File: src/rtl/brx_pkg.sv
package brx_pkg;
  localparam int unsigned INSN_W = 32;
  localparam int unsigned CR_W   = 32;

  typedef enum logic [1:0] {
    K_NONE = 2'd0,
    K_REL  = 2'd1,
    K_COND = 2'd2,
    K_IND  = 2'd3
  } br_kind_e;
endpackage

File: src/rtl/brx_field_decode.sv
module brx_field_decode
  import brx_pkg::*;
#(
  parameter int XLEN      = 32,
  parameter int OPC_REL   = 18,
  parameter int OPC_COND  = 16,
  parameter int OPC_XL    = 19,
  parameter int XO_TO_LR  = 16,
  parameter int XO_TO_CTR = 528
) (
  input  logic [INSN_W-1:0] inst,
  output br_kind_e          kind,
  output logic              ind_ctr,
  output logic              aa,
  output logic              lk,
  output logic [0:4]        bo,
  output logic [4:0]        bi,
  output logic [XLEN-1:0]   disp
);
  localparam int LI_W = 24;
  localparam int BD_W = 14;

  logic [5:0] opc;
  logic [9:0] xo;

  function automatic logic [XLEN-1:0] sx_long(input logic [LI_W-1:0] li);
    return {{(XLEN-LI_W-2){li[LI_W-1]}}, li, 2'b00};
  endfunction

  function automatic logic [XLEN-1:0] sx_short(input logic [BD_W-1:0] bd);
    return {{(XLEN-BD_W-2){bd[BD_W-1]}}, bd, 2'b00};
  endfunction

  assign opc = inst[31:26];
  assign xo  = inst[10:1];
  assign bo  = inst[25:21];
  assign bi  = inst[20:16];
  assign aa  = inst[1];
  assign lk  = inst[0];

  always_comb begin
    kind    = K_NONE;
    ind_ctr = 1'b0;
    disp    = '0;
    if (opc == 6'(OPC_REL)) begin
      kind = K_REL;
      disp = sx_long(inst[25:2]);
    end else if (opc == 6'(OPC_COND)) begin
      kind = K_COND;
      disp = sx_short(inst[15:2]);
    end else if (opc == 6'(OPC_XL)) begin
      if (xo == 10'(XO_TO_LR)) begin
        kind = K_IND;
      end else if (xo == 10'(XO_TO_CTR)) begin
        kind    = K_IND;
        ind_ctr = 1'b1;
      end
    end
  end
endmodule

File: src/rtl/brx_cond_eval.sv
module brx_cond_eval
  import brx_pkg::*;
#(
  parameter int XLEN = 32
) (
  input  br_kind_e        kind,
  input  logic            ind_ctr,
  input  logic [0:3]      bo_hi,
  input  logic [4:0]      bi,
  input  logic [CR_W-1:0] cr,
  input  logic [XLEN-1:0] ctr,
  output logic            cr_ok,
  output logic            ctr_ok,
  output logic            ctr_dec,
  output logic            illegal,
  output logic            taken,
  output logic [XLEN-1:0] ctr_new
);
  logic is_cond;
  logic cr_bit;

  function automatic logic pick_cr(input logic [CR_W-1:0] c, input logic [4:0] idx);
    return c[5'(CR_W-1) - idx];
  endfunction

  function automatic logic cr_test(input logic ign, input logic want, input logic bitv);
    return ign | (bitv == want);
  endfunction

  function automatic logic ctr_test(input logic nodec, input logic want_zero,
                                    input logic [XLEN-1:0] v);
    return nodec | ((v == '0) == want_zero);
  endfunction

  assign is_cond = (kind == K_COND) || (kind == K_IND);
  assign cr_bit  = pick_cr(cr, bi);
  assign illegal = (kind == K_IND) && ind_ctr && !bo_hi[2];
  assign ctr_new = ctr - XLEN'(1);
  assign cr_ok   = cr_test(bo_hi[0], bo_hi[1], cr_bit);
  assign ctr_ok  = ctr_test(bo_hi[2], bo_hi[3], ctr_new);
  assign ctr_dec = is_cond && !bo_hi[2] && !illegal;
  assign taken   = (kind == K_REL) || (is_cond && !illegal && cr_ok && ctr_ok);
endmodule

File: src/rtl/brx_target_gen.sv
module brx_target_gen
  import brx_pkg::*;
#(
  parameter int XLEN = 32
) (
  input  br_kind_e        kind,
  input  logic            ind_ctr,
  input  logic            aa,
  input  logic            y_bit,
  input  logic [XLEN-1:0] disp,
  input  logic [XLEN-1:0] pc,
  input  logic [XLEN-1:0] lr,
  input  logic [XLEN-1:0] ctr,
  output logic [XLEN-1:0] target,
  output logic [XLEN-1:0] ret_addr,
  output logic            hint
);
  function automatic logic [XLEN-1:0] rel_target(input logic abs_f, input logic [XLEN-1:0] base,
                                                 input logic [XLEN-1:0] d);
    return abs_f ? d : base + d;
  endfunction

  function automatic logic [XLEN-1:0] word_align(input logic [XLEN-1:0] a);
    return a & ~XLEN'(3);
  endfunction

  assign ret_addr = pc + XLEN'(4);

  always_comb begin
    target = '0;
    hint   = 1'b0;
    unique case (kind)
      K_REL: begin
        target = rel_target(aa, pc, disp);
        hint   = 1'b1;
      end
      K_COND: begin
        target = rel_target(aa, pc, disp);
        hint   = disp[XLEN-1] ^ y_bit;
      end
      K_IND: begin
        target = word_align(ind_ctr ? ctr : lr);
        hint   = y_bit;
      end
      default: begin
        target = '0;
        hint   = 1'b0;
      end
    endcase
  end
endmodule

File: src/rtl/brx_resolve_unit.sv
module brx_resolve_unit
  import brx_pkg::*;
#(
  parameter int XLEN      = 32,
  parameter int OPC_REL   = 18,
  parameter int OPC_COND  = 16,
  parameter int OPC_XL    = 19,
  parameter int XO_TO_LR  = 16,
  parameter int XO_TO_CTR = 528
) (
  input  logic              clk,
  input  logic              rst_n,
  input  logic [INSN_W-1:0] inst_i,
  input  logic [XLEN-1:0]   pc_i,
  input  logic [CR_W-1:0]   cr_i,
  input  logic [XLEN-1:0]   ctr_i,
  input  logic [XLEN-1:0]   lr_i,
  output logic              br_valid_o,
  output logic              taken_o,
  output logic [XLEN-1:0]   target_o,
  output logic              hint_o,
  output logic              illegal_o,
  output logic              ctr_we_o,
  output logic [XLEN-1:0]   ctr_o,
  output logic              lr_we_o,
  output logic [XLEN-1:0]   lr_o
);
  br_kind_e        d_kind;
  logic            d_ind_ctr, d_aa, d_lk;
  logic [0:4]      d_bo;
  logic [4:0]      d_bi;
  logic [XLEN-1:0] d_disp;

  logic            e_cr_ok, e_ctr_ok, e_ctr_dec, e_illegal, e_taken;
  logic [XLEN-1:0] e_ctr_new;

  logic [XLEN-1:0] t_target, t_ret;
  logic            t_hint;

  logic            ev_is_branch;
  logic            ev_lr_write;

  brx_field_decode #(
    .XLEN(XLEN), .OPC_REL(OPC_REL), .OPC_COND(OPC_COND), .OPC_XL(OPC_XL),
    .XO_TO_LR(XO_TO_LR), .XO_TO_CTR(XO_TO_CTR)
  ) u_dec (
    .inst(inst_i), .kind(d_kind), .ind_ctr(d_ind_ctr), .aa(d_aa), .lk(d_lk),
    .bo(d_bo), .bi(d_bi), .disp(d_disp)
  );

  brx_cond_eval #(.XLEN(XLEN)) u_cond (
    .kind(d_kind), .ind_ctr(d_ind_ctr), .bo_hi(d_bo[0:3]), .bi(d_bi), .cr(cr_i),
    .ctr(ctr_i), .cr_ok(e_cr_ok), .ctr_ok(e_ctr_ok), .ctr_dec(e_ctr_dec),
    .illegal(e_illegal), .taken(e_taken), .ctr_new(e_ctr_new)
  );

  brx_target_gen #(.XLEN(XLEN)) u_tgt (
    .kind(d_kind), .ind_ctr(d_ind_ctr), .aa(d_aa), .y_bit(d_bo[4]), .disp(d_disp),
    .pc(pc_i), .lr(lr_i), .ctr(ctr_i), .target(t_target), .ret_addr(t_ret),
    .hint(t_hint)
  );

  assign ev_is_branch = (d_kind != K_NONE);
  assign ev_lr_write  = ev_is_branch && d_lk && !e_illegal;

  always_ff @(posedge clk or negedge rst_n) begin
    if (!rst_n) begin
      br_valid_o <= 1'b0;
      taken_o    <= 1'b0;
      target_o   <= '0;
      hint_o     <= 1'b0;
      illegal_o  <= 1'b0;
      ctr_we_o   <= 1'b0;
      ctr_o      <= '0;
      lr_we_o    <= 1'b0;
      lr_o       <= '0;
    end else begin
      br_valid_o <= ev_is_branch;
      taken_o    <= e_taken;
      target_o   <= t_target;
      hint_o     <= t_hint;
      illegal_o  <= e_illegal;
      ctr_we_o   <= e_ctr_dec;
      ctr_o      <= e_ctr_dec ? e_ctr_new : '0;
      lr_we_o    <= ev_lr_write;
      lr_o       <= ev_lr_write ? t_ret : '0;
    end
  end
endmodule

File: config.mk
export PLATFORM = sky130hd
export DESIGN_NAME = brx_resolve_unit
export DESIGN_NICKNAME = d
export VERILOG_FILES = /design/src/rtl/brx_pkg.sv /design/src/rtl/brx_field_decode.sv /design/src/rtl/brx_cond_eval.sv /design/src/rtl/brx_target_gen.sv /design/src/rtl/brx_resolve_unit.sv
export SDC_FILE = /design/constraint.sdc
export NUM_CORES = 1
export LEC_CHECK = 0
export BUFFER_PORTS_ARGS = -buffer_cell sky130_fd_sc_hd__buf_2
export CAP_MARGIN = 20
export CORE_ASPECT_RATIO = 0.9
export CORE_UTILIZATION = 44
export DETAILED_ROUTE_END_ITERATION = 10
export PLACE_DENSITY = 0.72
export SLEW_MARGIN = 5
export SYNTH_ARGS = -nofsm -noshare
export SYNTH_HDL_FRONTEND = slang
export SYNTH_SLANG_ARGS = --single-unit
File: constraint.sdc
create_clock -name clk -period 0.8 [get_ports clk]
set_input_delay 0.08 -clock clk [delete_from_list [all_inputs] [get_ports clk]]
set_output_delay 0.08 -clock clk [all_outputs]
set_load 0.05 [all_outputs]
# Word level (Yosys, flattened, before mapping)

Index checks and enable logic that the tools add are counted.

$add $sub $neg: 4
Magnitude comparators: 1
Equality and inequality tests: 10
Muxes and demuxes: 20
Bitwise logic cells: 3
Reductions and logical operators: 16

Operator list:

| cell                                                        | number |
|---|---|
| two-way mux 32 bit                                          | 6 |
| case mux 32 bit (2 select lines)                            | 1 |
| adder 32 x 3 -> 32 bit (second input constant)              | 1 |
| adder 32 bit                                                | 1 |
| zero test 32 bit                                            | 1 |
| subtractor 32 x 1 -> 32 bit (second input constant)         | 1 |
| equality test 6 x 5 -> 1 bit (second input constant)        | 3 |
| equality test 10 bit (second input constant)                | 1 |
| equality test 10 x 5 -> 1 bit (second input constant)       | 1 |
| two-way mux 2 bit                                           | 5 |
| logical AND 1 bit                                           | 9 |
| less-than comparator 5 x 6 -> 1 bit (second input constant) | 1 |
| two-way mux 1 bit                                           | 6 |
| binary-select mux 1 bit (select 5 bit)                      | 1 |
| subtractor 5 bit (first input constant)                     | 1 |
| equality test 2 bit (second input constant)                 | 2 |
| case mux 1 bit (3 select lines)                             | 1 |
| equality test 1 bit                                         | 2 |
| equality test 2 x 1 -> 1 bit (second input constant)        | 1 |
| zero test 1 bit                                             | 2 |
| logical OR 1 bit                                            | 2 |
| OR 1 bit                                                    | 2 |
| nonzero test 2 bit                                          | 1 |
| OR reduction 2 bit                                          | 1 |
| bitwise XOR 1 bit                                           | 1 |

Flip-flop bits (word level): 102
Logic and storage cells: 63

# Depth between registers and ports, before layout

Depth in word-level cells: 14
Mapped depth: 16
Gate-level depth less buffers: 15

# Modules after synthesis

From an unflattened synthesis, not the netlist that was laid out.

Cells, all modules: 902
Area, all modules: 8267.9 um2

Modules (own cells, without submodules):

| module           | instances | cells an instance | area each (um2) | sequential area each (um2) |
|---|---|---|---|---|
| brx_resolve_unit | 1         | 180               | 3275.6          | 2552.4 |
| brx_target_gen   | 1         | 467               | 3216.8          | 0.0 |
| brx_cond_eval    | 1         | 182               | 1298.7          | 0.0 |
| brx_field_decode | 1         | 73                | 476.7           | 0.0 |

# Least setup slack after synthesis

Ideal clock, no wire load.

Path type: input to register
Start point: in inst_i[10]
End point: reg target_o[29]
Data arrival time: 3.323 ns
Required time: 0.666 ns
Setup slack: -2.657 ns
Cell stages on the path: 14
Buffers on the path: 3
Path through: clkbuf_1 -> buf_1 -> clkbuf_1 -> and2_1 -> ha_1 -> a2111oi_0 -> o21ai_0 -> nand2_1 -> o211ai_1 -> a221oi_1 -> nor2_1 -> or3_1 -> a21oi_1 -> o22ai_1

Cells in the longest elaborated chain, start to end: 9

RTL lines:

| item                                                                 | line                   | text |
|---|---|---|
| start, declared                                                      | brx_resolve_unit.sv:13 | `input logic [INSN_W-1:0] inst_i,` |
| parallel branches: the longest is 8 deep, another holds adder 32 bit | n/a                    |  |
| case mux 32 bit (2 select lines) *                                   | brx_target_gen.sv:32   | `unique case (kind)` |
| named net t_target[29]                                               | brx_resolve_unit.sv:37 | `logic [XLEN-1:0] t_target, t_ret;` |
| end signal, assigned                                                 | brx_resolve_unit.sv:80 | `target_o <= t_target;` |
| end, declared                                                        | brx_resolve_unit.sv:20 | `output logic [XLEN-1:0] target_o,` |

Mark *: on every way through the listed nets, which the timed path passes.

# Final worst setup path

Start point: in inst_i[31]
End point: reg target_o[14]

Cells in the longest elaborated chain, start to end: 7

RTL lines:

| item                                                                 | line |
|---|---|
| parallel branches: the longest is 6 deep, another holds adder 32 bit | n/a |
| case mux 32 bit (2 select lines) *                                   | brx_target_gen.sv:32 |
| named net t_target[14]                                               | brx_resolve_unit.sv:37 |

Marks and branches as above.

==> results_dict.tcl <==
set metrics [dict create \
    gp_congestion 0.9723 \
    clkPwrFrac 0.336 \
    ys_types 64 \
    cts_max_path_buffers 2 \
    crit_type "in -> reg" \
    hpwl_um 22460 \
    syn_area_per_cell_um2 9.002 \
    endpoint_kind "register" \
    swShare 0.3488 \
    synthTopCellsByCount "109 x nor2_1, 102 x dfrtp_1, 43 x nand2_1" \
    peakVddDrop_mv 1.271 \
    cts.htree.levels 3 \
    pwr-share-comb 0.300 \
    pin_count 264 \
    fp.dieArea_um2 17050 \
    fmax_ghz 0.2716 \
    drv_slew 0 \
    rows 44 \
    slowest_delay_ps 540 \
    core_um2 16130 \
    tightest_slew_ps 882.4 \
    hold_viol 1 \
    rsz0062_at_grt "yes" \
    cp_cell_sequence "buf_12 > buf_8 > nor2_4 > nand2_2 > nor3_4 > buf_6 > buf_6 > and2_1 > ha_2 > a21oi_2 > o211ai_1 > a221oi_2 > buf_4 > nor2_2 > a21oi_2 > xnor2_1 > mux2i_1 > o22ai_1" \
    grt_overflow 0 \
    grt_most_used_layer "met2" \
    cpMaxStageDelayCell "mux2i_1" \
    ys_dominant_reg_cell "dfrtp_1" \
    violations "negative hold slack, negative setup slack" \
    cts_buffers 9 \
    yosysMostFrequentCell "nor2_1" \
    worstPathArrival_ps 3920 \
    netlist.area_leader.share 0.3509 \
    start_util 0.4509 \
    nNetsFinal 1579 \
    drt_iter0_drc 1705 \
    cts_root_buf "clkbuf_16" \
    p_leak_uw 0.006862 \
    globalRouteMet2Util 0.7214 \
    die_y_um 124.0 \
    antenna_found_initial 7 \
    track_usage 0.4458 \
    cap_violations 0 \
    drive_gt1_frac 0.6118 \
    netlist_area_um2 7273 \
    cts_sinks 102 \
    dr_total_vias 10668 \
    status "finished, violations left" \
    synth-seq-cells 102 \
    cp_max_fo 5 \
    use_met1 0.5037 \
    p_seq_frac 0.364 \
    grt_max_degree 38 \
    p_sw_uw 5013 \
    grt_pass1_wl_um 55530 \
    yosysTopAreaCell "dfrtp_1" \
    start_kind "input pin" \
    setup_slack_ps -2882 \
    period_share 4.602 \
    hp-class "in -> reg" \
    finalSetupViolCount 204 \
    syn-num-nets 1006 \
    ys_seq_area_frac 0.3509 \
    p_per_area_nw_per_um2 1029 \
    path_clk_slew_ps 80 \
    synth.area.top_cells "dfrtp_1 35%, ha_1 6.0%, nor2_1 5.6%, xnor2_1 5.1%, mux2i_1 4.4%" \
    whs_ps -9.296 \
    final_antenna_net_count 0 \
    syn_inst 808 \
    synth_edf_count 0 \
    via_per_inst 6.655 \
    wl_per_cell_um 28.52 \
    p_int_uw 9358 \
    io_buffer_count 261 \
    die_x_um 137.5 \
    slew_headroom 0.3949 \
    first_pass_iters 6 \
    synthArstFlopShare 1.000 \
    fin_crit_ps 3682 \
    tns_ps -191950 \
    cts_tree "built" \
    drcViolationCount 0 \
    cp.required_ps 1040 \
    yosysWarnings 0 \
    areaGrowthSynthToFinish_pct 92.09 \
    use_met3 0.1632 \
    fin_util 0.8661 \
    wl_um 45710 \
    grt_pass1_vias 10161 \
]
[stage by stage]
step	worst slack [ps]	area (µm²)	power (µW)	std cells
2_1_floorplan	-2072	7894	6737	808
3_3_place_gp	-2305	11210	8490	1503
3_5_place_dp	-2410	11210	8532	1503
4_1_cts	-1930	13560	13500	1580
5_1_grt	-2883	13950	14700	1596
6_report	-2882	13970	14370	1603
[flip-flops by register name, summed over array words and instances, names as in the netlist]
register and count:
br_valid_o 1, ctr_o 32, ctr_we_o 1, hint_o 1, illegal_o 1, lr_o 32, lr_we_o 1, taken_o 1
target_o 32
[power groups by stage]
stage	Combinational [µW]	Sequential (µW)	Clock, µW
5_1_grt	4480	5230	4980
3_5_place_dp	3220	5310	0
3_3_place_gp	3180	5310	0
6_report	4320	5230	4830
2_1_floorplan	1270	5470	0
4_1_cts	3650	5220	4640
[placed cells by master (no fill, tap or decap), drive strengths merged, types with 7 or more instances in the layout]
cell         instances
nand2b              10
o21ai               30
nor3                17
or2                  8
o211ai               7
and2                21
nand4               16
nor4                11
mux2i               32
diode               10
a21oi               42
nor2               109
clkbuf               9
buf                595
xor2                35
ha                  35
a21o                29
dfrtp              102
o22ai               23
dlygate4sd3         11
and3                10
inv                 17
xnor2               42
nand2               43
nand3               34
mux4                10
or3                 10
[per-layer routing]
layer,part of all wire,vias up
met2,0.43,1139
met4,0.093,12
met3,0.16,482
met5,0.0067,-
li1,-,4080
met1,0.32,4955
[critical path, delay by kind of cell]
| family | cells | cell delay [ps] |
|---|---|---|
| AO/OA/AOI/OAI | 5 | 1120 |
| XOR/XNOR | 1 | 70 |
| adder cells (fa/ha/maj) | 1 | 350 |
| buffers and inverters | 5 | 710 |
| multiplexers | 1 | 540 |
| AND/OR/NAND/NOR | 5 | 1060 |
[worst paths after layout]
check / start / to / depth (start not counted)
worst max-delay path: inst_i[31] / target_o[14] / 18
worst min-delay path: lr_i[22] / target_o[22] / 3
max in group asynchronous: rst_n / ctr_o[21] / 3
min in group asynchronous: rst_n / target_o[4] / 2
[what timing repair did]
action,in CTS,in global routing
hold endpoints to repair,114,0
setup buffers,43,28
hold buffers,11,0
pin swaps,77,92
cloned,9,0
setup endpoints to repair,204,204
resized for setup,387,82
[logic make-up after synthesis]
kind of cell / after synthesis / synth area share
xor gates and xnor gates: 77 / 0.09272
muxes: 46 / 0.08120
AOI/OAI and AO/OA: 172 / 0.1517
and+or+nand+nor: 317 / 0.2278
buffers and inverters: 58 / 0.03269
adders and majority gates: 36 / 0.06296
DFF: 102 / 0.3509
[cell type report]
cell class,instances,area [µm²]
antenna,10,25.02
clock buffer,9,225.2
clock inverter,7,73.82
fill,736,2160
inverter,13,51.30
multi-input combinational,649,5746
sequential,102,2555
tap,207,259.0
timing repair buffer,606,5036
Power figures use the tool's default switching activity.
